$ cat src/rtl/exc_pkg.sv
package exc_pkg;
  localparam int CODE_W     = 5;
  localparam int MASK_W     = 8;
  localparam int STACK_W    = 6;
  localparam int MASK_LO    = 8;
  localparam int CODE_LO    = 2;
  localparam int PEND_LO    = 10;
  localparam int HW_MASK_LO = PEND_LO - MASK_LO;

  localparam int SEL_BADADDR = 8;
  localparam int SEL_STATUS  = 12;
  localparam int SEL_CAUSE   = 13;
  localparam int SEL_EPC     = 14;

  localparam logic [CODE_W-1:0] EC_EXT_INT    = 5'd0;
  localparam logic [CODE_W-1:0] EC_ADDR_LOAD  = 5'd4;
  localparam logic [CODE_W-1:0] EC_ADDR_STORE = 5'd5;
  localparam logic [CODE_W-1:0] EC_SYSCALL    = 5'd8;
  localparam logic [CODE_W-1:0] EC_BREAK      = 5'd9;
  localparam logic [CODE_W-1:0] EC_RESV_INSN  = 5'd10;
  localparam logic [CODE_W-1:0] EC_OVERFLOW   = 5'd12;

  typedef struct packed {
    logic              take;
    logic [CODE_W-1:0] code;
    logic              addr_err;
  } entry_t;
endpackage

$ cat src/rtl/exc_arb.sv
module exc_arb import exc_pkg::*; #(
  parameter int N_HW = 5
) (
  input  logic              sync_req,
  input  logic [CODE_W-1:0] sync_code,
  input  logic              ie_cur,
  input  logic [N_HW-1:0]   hw_mask,
  input  logic [N_HW-1:0]   pend,
  output entry_t            decision
);
  logic irq_hit;

  always_comb begin
    irq_hit           = ie_cur && ((pend & hw_mask) != '0);
    decision.take     = sync_req || irq_hit;
    decision.code     = sync_req ? sync_code : EC_EXT_INT;
    decision.addr_err = sync_req &&
                        ((sync_code == EC_ADDR_LOAD) || (sync_code == EC_ADDR_STORE));
  end
endmodule

$ cat src/rtl/exc_status_stack.sv
module exc_status_stack import exc_pkg::*; (
  input  logic               clk,
  input  logic               rst,
  input  logic               take,
  input  logic               rfe,
  input  logic               wr_en,
  input  logic [MASK_W-1:0]  wr_mask,
  input  logic [STACK_W-1:0] wr_stack,
  output logic [MASK_W-1:0]  mask_q,
  output logic [STACK_W-1:0] stack_q
);
  // Each level of the stack is a {user, enable} pair; level 0 is current.
  localparam int LVL_W = 2;

  always_ff @(posedge clk) begin
    if (rst) begin
      mask_q  <= '0;
      stack_q <= '0;
    end else if (take) begin
      stack_q <= {stack_q[STACK_W-LVL_W-1:0], {LVL_W{1'b0}}};
    end else if (rfe) begin
      stack_q <= {stack_q[STACK_W-1 -: LVL_W], stack_q[STACK_W-1:LVL_W]};
    end else if (wr_en) begin
      mask_q  <= wr_mask;
      stack_q <= wr_stack;
    end
  end
endmodule

$ cat src/rtl/exc_cause_pend.sv
module exc_cause_pend import exc_pkg::*; #(
  parameter int N_HW = 5
) (
  input  logic              clk,
  input  logic              rst,
  input  logic              take,
  input  logic [CODE_W-1:0] code,
  input  logic [N_HW-1:0]   hw_irq,
  input  logic              clr_en,
  input  logic [N_HW-1:0]   clr_bits,
  output logic [CODE_W-1:0] code_q,
  output logic [N_HW-1:0]   pend_q
);
  for (genvar i = 0; i < N_HW; i++) begin : g_pend
    always_ff @(posedge clk) begin
      if (rst)                        pend_q[i] <= 1'b0;
      else if (hw_irq[i])             pend_q[i] <= 1'b1;
      else if (clr_en && clr_bits[i]) pend_q[i] <= 1'b0;
    end
  end

  always_ff @(posedge clk) begin
    if (rst)       code_q <= '0;
    else if (take) code_q <= code;
  end
endmodule

$ cat src/rtl/exc_ctrl_regs.sv
module exc_ctrl_regs import exc_pkg::*; #(
  parameter int                DATA_W   = 32,
  parameter int                N_HW     = 5,
  parameter int                SEL_W    = 5,
  parameter logic [DATA_W-1:0] VEC_ADDR = 32'h8000_0180,
  parameter logic [DATA_W-1:0] PC_STEP  = 32'd4
) (
  input  logic              clk,
  input  logic              rst,
  input  logic              sync_req,
  input  logic [CODE_W-1:0] sync_code,
  input  logic [DATA_W-1:0] cur_pc,
  input  logic [DATA_W-1:0] fault_addr,
  input  logic [N_HW-1:0]   hw_irq,
  input  logic              rfe,
  input  logic              csr_wr,
  input  logic [SEL_W-1:0]  csr_wsel,
  input  logic [DATA_W-1:0] csr_wdata,
  input  logic [SEL_W-1:0]  csr_rsel,
  output logic [DATA_W-1:0] csr_rdata,
  output logic              take_exc,
  output logic [DATA_W-1:0] redirect_pc
);
  logic [MASK_W-1:0]  mask_q;
  logic [STACK_W-1:0] stack_q;
  logic [CODE_W-1:0]  code_q;
  logic [N_HW-1:0]    pend_q;
  logic [DATA_W-1:0]  epc_q, bad_q, status_q, cause_q, rd_mux;
  logic               ie_cur, wr_status, wr_cause, wr_epc;
  entry_t             dec;

  assign ie_cur    = stack_q[0];
  assign wr_status = csr_wr && (csr_wsel == SEL_W'(SEL_STATUS));
  assign wr_cause  = csr_wr && (csr_wsel == SEL_W'(SEL_CAUSE));
  assign wr_epc    = csr_wr && (csr_wsel == SEL_W'(SEL_EPC));

  exc_arb #(.N_HW(N_HW)) u_arb (
    .sync_req  (sync_req),
    .sync_code (sync_code),
    .ie_cur    (ie_cur),
    .hw_mask   (mask_q[HW_MASK_LO +: N_HW]),
    .pend      (pend_q),
    .decision  (dec)
  );

  exc_status_stack u_status (
    .clk      (clk),
    .rst      (rst),
    .take     (dec.take),
    .rfe      (rfe),
    .wr_en    (wr_status),
    .wr_mask  (csr_wdata[MASK_LO +: MASK_W]),
    .wr_stack (csr_wdata[STACK_W-1:0]),
    .mask_q   (mask_q),
    .stack_q  (stack_q)
  );

  exc_cause_pend #(.N_HW(N_HW)) u_cause (
    .clk      (clk),
    .rst      (rst),
    .take     (dec.take),
    .code     (dec.code),
    .hw_irq   (hw_irq),
    .clr_en   (wr_cause),
    .clr_bits (csr_wdata[PEND_LO +: N_HW]),
    .code_q   (code_q),
    .pend_q   (pend_q)
  );

  always_comb begin
    status_q = '0;
    status_q[MASK_LO +: MASK_W] = mask_q;
    status_q[STACK_W-1:0]       = stack_q;
    cause_q = '0;
    cause_q[CODE_LO +: CODE_W]  = code_q;
    cause_q[PEND_LO +: N_HW]    = pend_q;
  end

  always_comb begin
    case (csr_rsel)
      SEL_W'(SEL_BADADDR): rd_mux = bad_q;
      SEL_W'(SEL_STATUS):  rd_mux = status_q;
      SEL_W'(SEL_CAUSE):   rd_mux = cause_q;
      SEL_W'(SEL_EPC):     rd_mux = epc_q;
      default:             rd_mux = '0;
    endcase
  end

  always_ff @(posedge clk) begin
    if (rst) begin
      epc_q       <= '0;
      bad_q       <= '0;
      take_exc    <= 1'b0;
      redirect_pc <= '0;
      csr_rdata   <= '0;
    end else begin
      csr_rdata <= rd_mux;
      take_exc  <= dec.take;
      if (dec.take) begin
        epc_q       <= cur_pc - PC_STEP;
        redirect_pc <= VEC_ADDR;
      end else if (wr_epc) begin
        epc_q <= csr_wdata;
      end
      if (dec.take && dec.addr_err) bad_q <= fault_addr;
    end
  end
endmodule

$ cat config.mk
export PLATFORM = sky130hd
export DESIGN_NAME = exc_ctrl_regs
export DESIGN_NICKNAME = d
export VERILOG_FILES = /design/src/rtl/exc_pkg.sv /design/src/rtl/exc_arb.sv /design/src/rtl/exc_status_stack.sv /design/src/rtl/exc_cause_pend.sv /design/src/rtl/exc_ctrl_regs.sv
export SDC_FILE = /design/constraint.sdc
export NUM_CORES = 1
export LEC_CHECK = 0
export BUFFER_PORTS_ARGS = -buffer_cell sky130_fd_sc_hd__buf_2
export CORE_UTILIZATION = 55
export CTS_CLUSTER_SIZE = 12
export DETAILED_ROUTE_END_ITERATION = 16
export PLACE_DENSITY_LB_ADDON = 0.12
export SLEW_MARGIN = 5
export SYNTH_ARGS = -nofsm -noshare
export SYNTH_HDL_FRONTEND = slang
export SYNTH_SLANG_ARGS = --single-unit
export TNS_END_PERCENT = 100
$ cat constraint.sdc
create_clock -name clk -period 5.7 [get_ports clk]
set_clock_uncertainty 0.1 [all_clocks]
set_input_delay 0.285 -clock clk [delete_from_list [all_inputs] [get_ports clk]]
set_output_delay 0.285 -clock clk [all_outputs]
set_load 0.05 [all_outputs]
; ---- Word level (Yosys, flattened, before mapping)
; Cells that the tools add are included.
[classes]
add_sub_neg = 1
eq_ne = 10
muxes = 17
bitwise = 3
reduce_logical = 26
[ops]
columns = cell, count
row1 = 32-bit one-hot mux with 4 select lines, 1
row2 = 32-bit 2-to-1 mux, 2
row3 = "5-bit by 4-bit == test with 1-bit output, second input constant", 7
row4 = "32-bit by 3-bit subtractor with 32-bit output, second input constant", 1
row5 = 6-bit 2-to-1 mux, 3
row6 = 2-bit nonzero test, 8
row7 = 1-bit logical AND, 11
row8 = "5-bit by 3-bit == test with 1-bit output, second input constant", 2
row9 = 1-bit 2-to-1 mux, 10
row10 = 5-bit AND, 1
row11 = 5-bit 2-to-1 mux, 1
row12 = 5-bit nonzero test, 1
row13 = 3-bit AND reduction, 1
row14 = 3-bit nonzero test, 1
row15 = 1-bit logical OR, 2
row16 = "2-bit by 1-bit != test with 1-bit output, second input constant", 1
row17 = 1-bit NOT, 2
row18 = 2-bit AND reduction, 1
row19 = 2-bit OR reduction, 1
[word_totals]
regBits = 122
inputBits = 121
out_inout_bits = 65
elab_cells = 72

; ---- Longest topological paths before layout
[logic_depth]
ltp_word = 6
ltp_mapped = 7
depth_no_buf = 7

; ---- Hierarchy
; A second synthesis with hierarchy kept.
[unflattened]
hier_cells = 655
hier_area_um2 = 5744.3
[by_module_without_submodules]
columns = mod, n_inst, cells_each, area_per_inst_um2, seq_area_each_um2
row1 = exc_ctrl_regs, 1, 538, 4674.5, 1961.9
row2 = exc_status_stack, 1, 70, 610.6, 280.3
row3 = exc_cause_pend, 1, 37, 369.1, 200.2
row4 = exc_arb, 1, 10, 90.1, 0.0

; ---- Worst setup path after synthesis
; No wires, ideal clock.
[synth_timing]
path_type = in2reg
startpoint = input port cur_pc[6]
endpoint = register epc_q[26]
setup_ns = 0.091
t_arrival_ns = 2.072
t_required_ns = 5.509
setup_slack_ns = 3.437
stages = 6
path_buffers = 1
cell_sequence = or4_1 > buf_2 > nor4_4 > nand3_2 > or4_1 > a311oi_1
[synth_via]
elab_chain_cells = 2
[synth_rtl]
columns = item, line
row1 = start: declaration, exc_ctrl_regs.sv:12  ; input logic [DATA_W-1:0] cur_pc,
row2 = 32-bit by 3-bit subtractor with 32-bit output, exc_ctrl_regs.sv:100  ; epc_q <= cur_pc - PC_STEP;
row3 = 32-bit 2-to-1 mux, exc_ctrl_regs.sv:99  ; if (dec.take) begin
row4 = end signal: assignment, exc_ctrl_regs.sv:100
row5 = end signal: assignment, exc_ctrl_regs.sv:103  ; epc_q <= csr_wdata;
row6 = end: declaration, exc_ctrl_regs.sv:28  ; logic [DATA_W-1:0] epc_q, bad_q, status_q, cause_q, rd_mux;
; No other way between the ends.
; A chain may end at the register's enable or synchronous reset.

; ---- Final worst setup path
[layout_timing]
startpoint = input port cur_pc[19]
endpoint = register epc_q[29]
; The elaborated chain is that of the path after synthesis.

==> metrics.yaml <==
synthesis:
  syn-cell-area_sq_um: 5580
  async_flop_share_pct: 0
  yosysWarnings: 0
  synthFlopType: "dfxtp_1"
  synth-seq-cells: 122
  synth.avg_cell_area_sq_um: 8.25
  ys_types: 44
  seq_area_frac_synth_pct: 43.8
  synth_enable_flop_cells: 0
  syn_inst: 676
power:
  irDropWorstVdd_v: 0.000200
  power_leakage_nw: 3.12
  pwr_density_cell_nw_per_um2: 303
global_routing:
  grt_usage_pct: 34.0
  gr-total-overflow: 0
  grt_pass1_vias: 5593
  grt_pass1_wl_mm: 27.0
  antenna_found_initial: 0
  grt_max_degree: 93
critical_path:
  required_ns: 6.06
  cp-start-kind: "input port"
  cp_data_arrival_time_ns: 3.41
  worstSetupEndpointType: "register"
  critical_path_class: "in2reg"
  crit_fanout: 9
  reg2reg_depth: 6
clock_network:
  cts_tree: "built"
  cts-buffers-inserted: 17
  clock_latency_ns: 0.52
  cts_root_buffer: "clkbuf_8"
  cts_setup_buffers: 0
  cts_sinks: 122
  clkTransAtPathRegs_ns: 0.05
  cts_hold_buf: 76
  cts_max_level: 4
  clk_path_buf_depth: 2
  cts_resized: 0
sta:
  tns_ns: 0
  rsz0062_at_grt: "false"
  period_needed_ns: 3.05
  fmax_mhz: 328
  drv_slew: 0
  worst_pin_slew_ns: 1.26
  slew_headroom_pct: 16.3
  setup_ws_ns: 2.65
  setup_viol_count_final: 0
  hold_viol_final: 0
  min_period_over_period_pct: 53.5
placement:
  place.gp.congestion: 0.834
  pre_cts_slack_ns: 3.12
  dp_hpwl_mm: 10.5
  place.port_buffers: 156
final_layout:
  drive_above_1_share_pct: 25.7
  antenna_cells: 0
  synthToLayoutAreaGrowth_pct: 38.9
  final_nets: 1009
flow_run:
  max_cap_viol_count: 0
drt:
  vias: 5861
  first_pass_iters: 8
  ant_nets: 0
  routed_wl_mm: 17.5
  vias_per_cell: 5.67
  drt-initial-drc-count: 400
  wl_per_cell_um: 16.9
  drc: 0
die:
  core_sq_um: 9820
  dieArea_sq_um: 10500
  chipWidth_um: 103
  ios: 186
  num_rows: 36
  fp.dieH_um: 103
  start_util_pct: 56.8
hold_path:
  hp-class: "in2reg"
  whs_path_depth: 3
run_status:
  status: "finished clean"
## stage by stage
step                instance area (sq um)  util [%]  total power [mW]  hold slack, ns  cells
finish                               7750      78.9              2.35         0.00802   1033
floorplan                            5680         -              1.06           0.302    704
detailed placement                   6340      64.5              1.13           0.348    925
global route                         7750      78.9              2.42         0.00642   1033
global placement                     6340      64.5              1.13           0.336    925
CTS                                  7750      78.9              2.34         0.00174   1033
## worst max-delay path, cell delays in order
cell           delay, ns
dlygate4sd3_1       0.55
buf_2               0.14
or3_1               0.39
nor4b_2             0.48
nand3_2             0.24
or4_1               0.44
a311oi_1            0.28
dlygate4sd3_1       0.59
## sequential cells by signal, indices dropped and copies added (netlist names)
| name | count |
|---|---|
| bad_q | 32 |
| csr_rdata | 32 |
| epc_q | 32 |
| take_exc | 1 |
| u_status.mask_q | 8 |
| u_cause.code_q | 5 |
| u_cause.pend_q | 5 |
| u_status.stack_q | 6 |
| redirect_pc | 1 |
## cell usage after synthesis (9+ instances only)
cell / instances / area (sq um)
o21ai_0: 9 / 45.0
nor2_1: 69 / 259
clkbuf_1: 46 / 173
a311oi_1: 21 / 184
buf_4: 31 / 233
xor2_1: 13 / 114
a221oi_1: 10 / 87.6
nand2_1: 142 / 533
a22oi_1: 26 / 195
dfxtp_1: 122 / 2440
mux2_2: 18 / 203
a21oi_1: 62 / 310
a222oi_1: 11 / 110
## layout make-up
| class | instances | area, sq um |
|---|---|---|
| multi-input combinational | 501 | 2860 |
| sequential | 122 | 2440 |
| fill | 697 | 2070 |
| timing repair buffer | 242 | 1620 |
| clock buffer | 21 | 459 |
| clock inverter | 11 | 191 |
| tap | 133 | 166 |
| inverter | 3 | 11.3 |
## final timing paths
path                                    from                     end  slack, ns
max                               cur_pc[19]  epc_q[29]$_SDFFE_PP0P_       2.65
min                               cur_pc[27]  epc_q[27]$_SDFFE_PP0P_      0.008
max reg2reg  u_status.mask_q[2]$_SDFFE_PP0P_  epc_q[26]$_SDFFE_PP0P_       2.66
min reg2reg           bad_q[11]$_SDFFE_PP0P_  bad_q[11]$_SDFFE_PP0P_       0.35
## per-layer routing
layer	routed length [um]	vias up	global-route usage [%]
li1	-	2765	-
met1	6950	2713	40.1
met2	8410	321	57.3
met3	1500	62	8.20
met4	601	0	17.8
met5	0	-	0
## placed cells by master (no fill, tap or decap), types with 4 or more instances in the layout
cell type | synthesis | final
buf_4 | 31 | 10
dfxtp_1 | 122 | 122
conb_1 | 1 | 29
xor2_1 | 13 | 13
bufinv_16 | 0 | 5
nand2b_1 | 5 | 5
a311oi_1 | 21 | 21
a22oi_1 | 26 | 26
a21oi_1 | 62 | 61
xnor2_1 | 6 | 6
a222oi_1 | 11 | 11
nor2_1 | 69 | 68
and3_1 | 7 | 7
or3_1 | 8 | 8
mux2_2 | 18 | 18
nand2_1 | 142 | 142
buf_2 | 1 | 156
o21ai_0 | 9 | 9
nor4_1 | 7 | 5
dlygate4sd3_1 | 0 | 76
clkbuf_8 | 0 | 4
nand4_1 | 5 | 5
a221oi_1 | 10 | 10
nor3_1 | 8 | 7
o31ai_1 | 5 | 4
or4_1 | 6 | 6
clkbuf_16 | 0 | 16
## logic make-up (layout without fill, tap and decap cells)
| group | count (synthesis) | count (layout) | synth area share [%] |
|---|---|---|---|
| other cells | 1 | 29 | 0.0672 |
| compound gates | 157 | 157 | 19.2 |
| xor+xnor | 19 | 19 | 2.98 |
| fa+ha+maj | 1 | 1 | 0.224 |
| simple gates | 274 | 274 | 22.0 |
| buf+inv | 81 | 277 | 7.56 |
| mux | 21 | 21 | 4.17 |
| flops | 122 | 122 | 43.8 |
## power by group
group          internal [mW]  switching [mW]  leakage (nW)  total (mW)
Clock                  0.788           0.391         0.310        1.18
Sequential             0.881          0.0191         0.994       0.900
Combinational          0.109           0.158          1.81       0.268
Total                   1.78           0.568          3.12        2.35
No activity file was read; power rests on OpenSTA's default activity.
